--- config.mk ---
export PLATFORM = sky130hd
export DESIGN_NAME = drc_top
export DESIGN_NICKNAME = d
export VERILOG_FILES = /design/src/rtl/drc_pkg.sv /design/src/rtl/drc_wait_ctr.sv /design/src/rtl/drc_refresh_sched.sv /design/src/rtl/drc_top.sv
export SDC_FILE = /design/constraint.sdc
export NUM_CORES = 1
export LEC_CHECK = 0
export CORE_MARGIN = 2
export CORE_UTILIZATION = 35
export CTS_CLUSTER_DIAMETER = 40
export DETAILED_ROUTE_END_ITERATION = 6
export DONT_BUFFER_PORTS = 1
export GPL_ROUTABILITY_DRIVEN = 0
export SYNTH_ARGS = -nofsm -noshare
export SYNTH_HDL_FRONTEND = slang
export SYNTH_SLANG_ARGS = --single-unit
--- constraint.sdc ---
create_clock -name clk_i -period 3 [get_ports clk_i]
set_input_delay 0.6 -clock clk_i [delete_from_list [all_inputs] [get_ports clk_i]]
set_output_delay 0.6 -clock clk_i [all_outputs]
set_load 0.03 [all_outputs]
--- src/rtl/drc_pkg.sv ---
package drc_pkg;
  typedef enum logic [1:0] {
    MODE_SINGLE = 2'd0,
    MODE_BURST  = 2'd1,
    MODE_PAGE   = 2'd2
  } mode_e;

  typedef enum logic [2:0] {
    ST_IDLE,
    ST_RCD,
    ST_CAS,
    ST_CGAP,
    ST_PWAIT,
    ST_WB,
    ST_REF,
    ST_PRE
  } state_e;
endpackage

--- src/rtl/drc_wait_ctr.sv ---
module drc_wait_ctr #(
  parameter int W = 4
) (
  input  logic         clk_i,
  input  logic         rst_ni,
  input  logic         load_i,
  input  logic [W-1:0] val_i,
  output logic         zero_o
);
  logic [W-1:0] cnt_q;

  always_ff @(posedge clk_i or negedge rst_ni) begin
    if (!rst_ni)          cnt_q <= '0;
    else if (load_i)      cnt_q <= val_i;
    else if (cnt_q != '0) cnt_q <= cnt_q - 1'b1;
  end

  assign zero_o = (cnt_q == '0);
endmodule

--- src/rtl/drc_refresh_sched.sv ---
module drc_refresh_sched #(
  parameter int ROW_W    = 4,
  parameter int INTERVAL = 150
) (
  input  logic             clk_i,
  input  logic             rst_ni,
  input  logic             done_i,
  output logic             pend_o,
  output logic [ROW_W-1:0] row_o
);
  localparam int TW = $clog2(INTERVAL + 1);

  logic [TW-1:0] tmr_q;
  logic          expire;

  assign expire = (tmr_q == TW'(INTERVAL - 1));

  always_ff @(posedge clk_i or negedge rst_ni) begin
    if (!rst_ni) begin
      tmr_q  <= '0;
      pend_o <= 1'b0;
      row_o  <= '0;
    end else begin
      tmr_q <= expire ? '0 : tmr_q + 1'b1;
      // expiry wins over completion so no interval is lost
      if (expire)      pend_o <= 1'b1;
      else if (done_i) pend_o <= 1'b0;
      if (done_i)      row_o <= row_o + 1'b1;
    end
  end

  assert_pend_held_R9: assert property (@(posedge clk_i) disable iff (!rst_ni)
    (pend_o && !done_i) |=> pend_o);

  assert_row_step_R9: assert property (@(posedge clk_i) disable iff (!rst_ni)
    done_i |=> (row_o == $past(row_o) + 1'b1));
endmodule

--- src/rtl/drc_top.sv ---
module drc_top #(
  parameter int ROW_W        = 4,
  parameter int COL_W        = 4,
  parameter int DW           = 8,
  parameter int BURST_LEN    = 4,
  parameter int T_RCD        = 3,
  parameter int T_CAS        = 2,
  parameter int T_WB         = 2,
  parameter int T_RP         = 2,
  parameter int REF_INTERVAL = 150,
  localparam int AW  = ROW_W + COL_W,
  localparam int MAW = (ROW_W > COL_W) ? ROW_W : COL_W
) (
  input  logic           clk_i,
  input  logic           rst_ni,
  input  logic           req_valid_i,
  output logic           req_ready_o,
  input  logic [1:0]     req_mode_i,
  input  logic           req_we_i,
  input  logic           req_last_i,
  input  logic [AW-1:0]  req_addr_i,
  input  logic [DW-1:0]  req_wdata_i,
  output logic [DW-1:0]  rdata_o,
  output logic           rvalid_o,
  output logic [MAW-1:0] dram_addr_o,
  output logic           dram_ras_no,
  output logic           dram_cas_no,
  output logic           dram_we_no,
  output logic [DW-1:0]  dram_dq_o,
  input  logic [DW-1:0]  dram_dq_i
);
  import drc_pkg::*;

  localparam int TSUM = T_RCD + T_CAS + T_WB + T_RP;
  localparam int WCW  = $clog2(TSUM + 1);
  localparam int BW   = (BURST_LEN > 1) ? $clog2(BURST_LEN) : 1;
  localparam int HW   = $clog2(T_RP + 2);

  state_e           state_q, state_d;
  logic [ROW_W-1:0] row_q;
  logic [COL_W-1:0] col_q;
  mode_e            mode_q;
  logic             we_q, last_q;
  logic [DW-1:0]    wdata_q;
  logic [BW-1:0]    beats_q;
  logic             ld;
  logic [WCW-1:0]   ldv;
  logic             zero;
  logic             accept;
  logic             ref_pend, ref_done;
  logic [ROW_W-1:0] ref_row;
  logic             burst_more;

  drc_wait_ctr #(.W(WCW)) u_wait (
    .clk_i  (clk_i),
    .rst_ni (rst_ni),
    .load_i (ld),
    .val_i  (ldv),
    .zero_o (zero)
  );

  drc_refresh_sched #(.ROW_W(ROW_W), .INTERVAL(REF_INTERVAL)) u_ref (
    .clk_i  (clk_i),
    .rst_ni (rst_ni),
    .done_i (ref_done),
    .pend_o (ref_pend),
    .row_o  (ref_row)
  );

  assign burst_more  = (mode_q == MODE_BURST) && (beats_q != '0);
  assign ref_done    = (state_q == ST_REF) && zero;
  assign req_ready_o = ((state_q == ST_IDLE) && !ref_pend) || (state_q == ST_PWAIT);
  assign accept      = req_ready_o && req_valid_i;

  always_comb begin
    state_d = state_q;
    ld      = 1'b0;
    ldv     = '0;
    unique case (state_q)
      ST_IDLE: begin
        if (ref_pend) begin
          state_d = ST_REF;
          ld      = 1'b1;
          ldv     = WCW'(T_RCD + T_WB - 1);
        end else if (req_valid_i) begin
          state_d = ST_RCD;
          ld      = 1'b1;
          ldv     = WCW'(T_RCD - 1);
        end
      end
      ST_RCD: if (zero) begin
        state_d = ST_CAS;
        ld      = 1'b1;
        ldv     = WCW'(T_CAS - 1);
      end
      ST_CAS: if (zero) begin
        if (burst_more) begin
          state_d = ST_CGAP;
        end else if (mode_q == MODE_PAGE && !last_q) begin
          state_d = ST_PWAIT;
        end else begin
          state_d = ST_WB;
          ld      = 1'b1;
          ldv     = WCW'(T_WB - 1);
        end
      end
      ST_CGAP: begin
        state_d = ST_CAS;
        ld      = 1'b1;
        ldv     = WCW'(T_CAS - 1);
      end
      ST_PWAIT: if (req_valid_i) begin
        state_d = ST_CAS;
        ld      = 1'b1;
        ldv     = WCW'(T_CAS - 1);
      end
      ST_WB, ST_REF: if (zero) begin
        state_d = ST_PRE;
        ld      = 1'b1;
        ldv     = WCW'(T_RP - 1);
      end
      ST_PRE: if (zero) state_d = ST_IDLE;
      default: state_d = ST_IDLE;
    endcase
  end

  always_ff @(posedge clk_i or negedge rst_ni) begin
    if (!rst_ni) begin
      state_q  <= ST_IDLE;
      row_q    <= '0;
      col_q    <= '0;
      mode_q   <= MODE_SINGLE;
      we_q     <= 1'b0;
      last_q   <= 1'b1;
      wdata_q  <= '0;
      beats_q  <= '0;
      rdata_o  <= '0;
      rvalid_o <= 1'b0;
    end else begin
      state_q  <= state_d;
      rvalid_o <= (state_q == ST_CAS) && zero && !we_q;
      if ((state_q == ST_CAS) && zero && !we_q) rdata_o <= dram_dq_i;

      if (state_q == ST_IDLE && ref_pend) begin
        row_q <= ref_row;
      end else if (accept && state_q == ST_IDLE) begin
        row_q   <= req_addr_i[AW-1:COL_W];
        col_q   <= req_addr_i[COL_W-1:0];
        mode_q  <= (req_mode_i == 2'd3) ? MODE_SINGLE : mode_e'(req_mode_i);
        // burst is read-only; the write flag is dropped
        we_q    <= req_we_i && (req_mode_i != MODE_BURST);
        last_q  <= req_last_i;
        wdata_q <= req_wdata_i;
        beats_q <= BW'(BURST_LEN - 1);
      end else if (accept) begin
        col_q   <= req_addr_i[COL_W-1:0];
        we_q    <= req_we_i;
        last_q  <= req_last_i;
        wdata_q <= req_wdata_i;
      end else if (state_q == ST_CAS && zero && burst_more) begin
        col_q   <= col_q + 1'b1;
        beats_q <= beats_q - 1'b1;
      end
    end
  end

  always_comb begin
    dram_addr_o = '0;
    if (state_q inside {ST_CAS, ST_CGAP, ST_PWAIT}) dram_addr_o[COL_W-1:0] = col_q;
    else                                             dram_addr_o[ROW_W-1:0] = row_q;
  end

  assign dram_ras_no = !(state_q inside {ST_RCD, ST_CAS, ST_CGAP, ST_PWAIT, ST_WB, ST_REF});
  assign dram_cas_no = !(state_q == ST_CAS);
  assign dram_we_no  = !((state_q == ST_CAS) && we_q);
  assign dram_dq_o   = wdata_q;

  // cycles the row strobe has been high, saturating
  logic [HW-1:0] hi_cnt_q;
  always_ff @(posedge clk_i or negedge rst_ni) begin
    if (!rst_ni)                        hi_cnt_q <= HW'(T_RP + 1);
    else if (!dram_ras_no)              hi_cnt_q <= '0;
    else if (hi_cnt_q != HW'(T_RP + 1)) hi_cnt_q <= hi_cnt_q + 1'b1;
  end

  assert_precharge_R8: assert property (@(posedge clk_i) disable iff (!rst_ni)
    $fell(dram_ras_no) |-> (hi_cnt_q >= HW'(T_RP)));

  assert_cas_in_row_R2: assert property (@(posedge clk_i) disable iff (!rst_ni)
    !dram_cas_no |-> !dram_ras_no);

  assert_refresh_first_R10: assert property (@(posedge clk_i) disable iff (!rst_ni)
    ($fell(dram_ras_no) && $past(ref_pend)) |-> (state_q == ST_REF));

  assert_burst_step_R4: assert property (@(posedge clk_i) disable iff (!rst_ni)
    (state_q == ST_CGAP) |-> (col_q == $past(col_q) + 1'b1));
endmodule

==> impl_results.md <==
* Status: finished clean
* Clock Latency Late Sink at 0.31 ns
* Fin. Hold Viols at 0
* Post-Route Setup TNS at 0 ns
* P_int at 1.444 mW
* #FFs+latches synth at 51
* Power density over the cells at 918.5 nW/um^2
* Most area-consuming cells after synthesis: dfrtp_1 50%, mux2_2 10%, nor2_1 3.1%
* Tot Pwr at 2.500 mW
* Routed vias/inst at 5.181
* CTS H-tree depth at 2
* Core area at 6869 sq um
* GRT overflow at 0
* Top cells by count, synth: 50 x dfrtp_1, 23 x mux2_2, 21 x nor2_1
* PortBufs at 0
* Highest Clock Rate at 370.9 MHz
* Pin count of the biggest net entering global routing at 51
* Worst Path Max Fanout at 19
* Crit start category: flop
* GRT Total Usage at 0.1334
* Post-DP HPWL at 3615 um
* Top-area cell type share of the netlist area at 0.4998
* Count leader, synth: dfrtp_1
* Final core occ at 0.3962
* Post-synth top flop: dfrtp_1
* Share of cells above drive strength 1 at 0.1826
* Leakage power at 1.186 nW
* Final setup fails at 0
* Chip height at 88.58 um
* Mean post-synth cell area at 11.08 sq um
* Final worst path period need at 2.696 ns
* Worst r2r dst: rdata_o[0]
* Post-synth cell types at 46
* Dpl ws at 0.6693 ns
* Diode count at 0
* Power share of the clock group at 0.161
* CTS Buf Count at 5
* Cell Count Post-Placement at 317
* Starting DRT DRC Count at 174
* Detailed Routing Iterations Pass 1 at 4
* Initial antenna violation count at 0
* Syn nets at 263
* Drt drc at 0
* Nets at 266
* First-pass GRT wire length at 7879 um
* Switch share at 0.4224
* Max Cap Viol at 0
* Area growth syn-to-layout at 8.696%
* Wire per inst at 15.56 um
* Via count at 1689
* Rel. slew slack at 0.4288
* Post-Layout Cell Count at 326
* Vias in the first global route at 1675
* Yosys Warn Count at 0
* Required time of the critical path at 2.40 ns
* Sink Count at 51
* Sequential cell area fraction in the yosys report at 0.5102
* Net Sw Power at 1.056 mW
* Root buffer cell: clkbuf_8
* Initial cell density of the core at 0.3645
* CTS tree: built
* Resize count post-CTS at 0
* Boundary Pins at 56
* Clock Path Buffers at 2
* Row Count at 30
* Worst Skew at 0.01166 ns
* Sequential share of power at 0.526
* Tcrit/Tclk final at 0.8988
* RSZ-0062 raised after global routing: false
* CP Capture Type: output pin
* Worst-Margin Slew at 0.8449 ns
* Reg2reg start: state_q[1]
* Cell taking the most area after synthesis: dfrtp_1
* R2R setup slack at 1.01 ns
* Worst vdd rail ir drop at 466.1 uV
* Number of synthesized flops with an enable pin at 0
* Slew Viols, Final at 0
* Antenna viol nets, final at 0
* Synth Cell Area at 2504 sq um
* Reg clk slew, reported paths at 0.10 ns
* Routed WL at 5072 um
* Die area at 7846 sq um
* Post-synthesis instance total at 226
* Crit Path Category: reg -> out
* Critical Path AT at 2.10 ns
* Comb power frac at 0.313
* Path depth of the worst reg2reg path at 4
* Post-synthesis async set-or-reset flop share at 1.000
* Final setup margin at 0.3037 ns
* Die X at 88.58 um
* Hold Path Class: in -> async
-- registers in the layout, indices dropped and copies added (netlist names), 2 cells and up --
name / flops
beats_q: 2
col_q: 4
dram_dq_o: 8
mode_q: 2
rdata_o: 8
row_q: 4
state_q: 3
u_ref.row_o: 4
u_ref.tmr_q: 8
u_wait.cnt_q: 4
-- layer usage --
metal / share of wire / track usage
met1: 0.42 / 0.1698
met5: 0 / 0
met2: 0.48 / 0.2016
met3: 0.068 / 0.05037
met4: 0.030 / 0.06198
-- cells by family (layout without fill, tap and decap cells) --
logic type,Yosys count,count (layout),share of synthesized area
xor+xnor,12,12,0.04198
flops,51,51,0.5102
mux,28,28,0.1234
compound gates,39,39,0.09646
simple gates,70,70,0.1619
buf+inv,20,24,0.03598
fa+ha+maj,6,6,0.02998
-- cells in the final DEF, fill, tap and decap left out, types with 2 or more instances in the layout --
master	Yosys	layout
nor3b_1	2	2
nand3_1	7	7
xor2_1	7	7
mux2_2	23	23
nand2b_1	4	4
or3_1	2	2
inv_1	11	11
a31oi_1	2	2
nand2_1	10	10
ha_1	6	6
nor2_1	21	21
nor3_1	3	3
nand3b_1	2	2
clkbuf_8	0	5
buf_4	3	4
o22ai_1	7	7
nor2b_1	4	4
a21oi_1	10	10
dfrtp_1	50	50
a21o_1	3	3
o21ai_0	8	8
mux2i_1	5	5
xnor2_1	5	5
nand4_1	3	3
a211oi_1	2	2
-- metrics by stage --
stage	cell area [sq um]	hold WS, ns
after floorplan	2504	0.3044
after global placement	2605	0.3057
after detailed placement	2605	0.3054
after CTS	2721	0.1050
after global routing	2721	0.08848
final	2721	0.1131
-- worst max path at each step --
stage                    start              to  slack, ns  depth (start not counted)
global route        state_q[1]  dram_addr_o[0]       0.17                          3
global placement    state_q[1]  dram_addr_o[3]       0.75                          3
floorplan           state_q[0]     req_ready_o       0.98                          3
CTS                 state_q[1]  dram_addr_o[0]       0.30                          3
finish              state_q[1]  dram_addr_o[0]       0.30                          3
detailed placement  state_q[1]  dram_addr_o[0]       0.67                          3
-- power groups by stage --
stage	Clock [mW]	Combinational (mW)	Sequential (mW)
floorplan	0	0.702	1.25
global placement	0	0.747	1.32
detailed placement	0	0.774	1.33
CTS	0.416	0.794	1.32
global route	0.446	0.863	1.35
finish	0.404	0.782	1.31
-- worst max-delay path: stages (launching register included) --
cell,delay [ns]
dfrtp_1,0.73
nor2_1,0.16
a21oi_1,0.41
mux2_2,0.48
-- what timing repair did --
| action | in CTS | in global routing |
|---|---|---|
| hold buffers | 1 | 0 |
| endpoints found under the hold margin | 50 | 0 |
| buffers inserted | 0 | 0 |
-- final cells by class --
class	count	area, sq um
fillers	684	4148
flip-flops and latches	51	1277
multi-input cells	155	1136
well taps	96	120.1
clock buffers	6	72.57
repair buffers	5	57.56
inverters	11	41.29
clock inverters	2	16.27
Power figures use the tool's default switching activity.
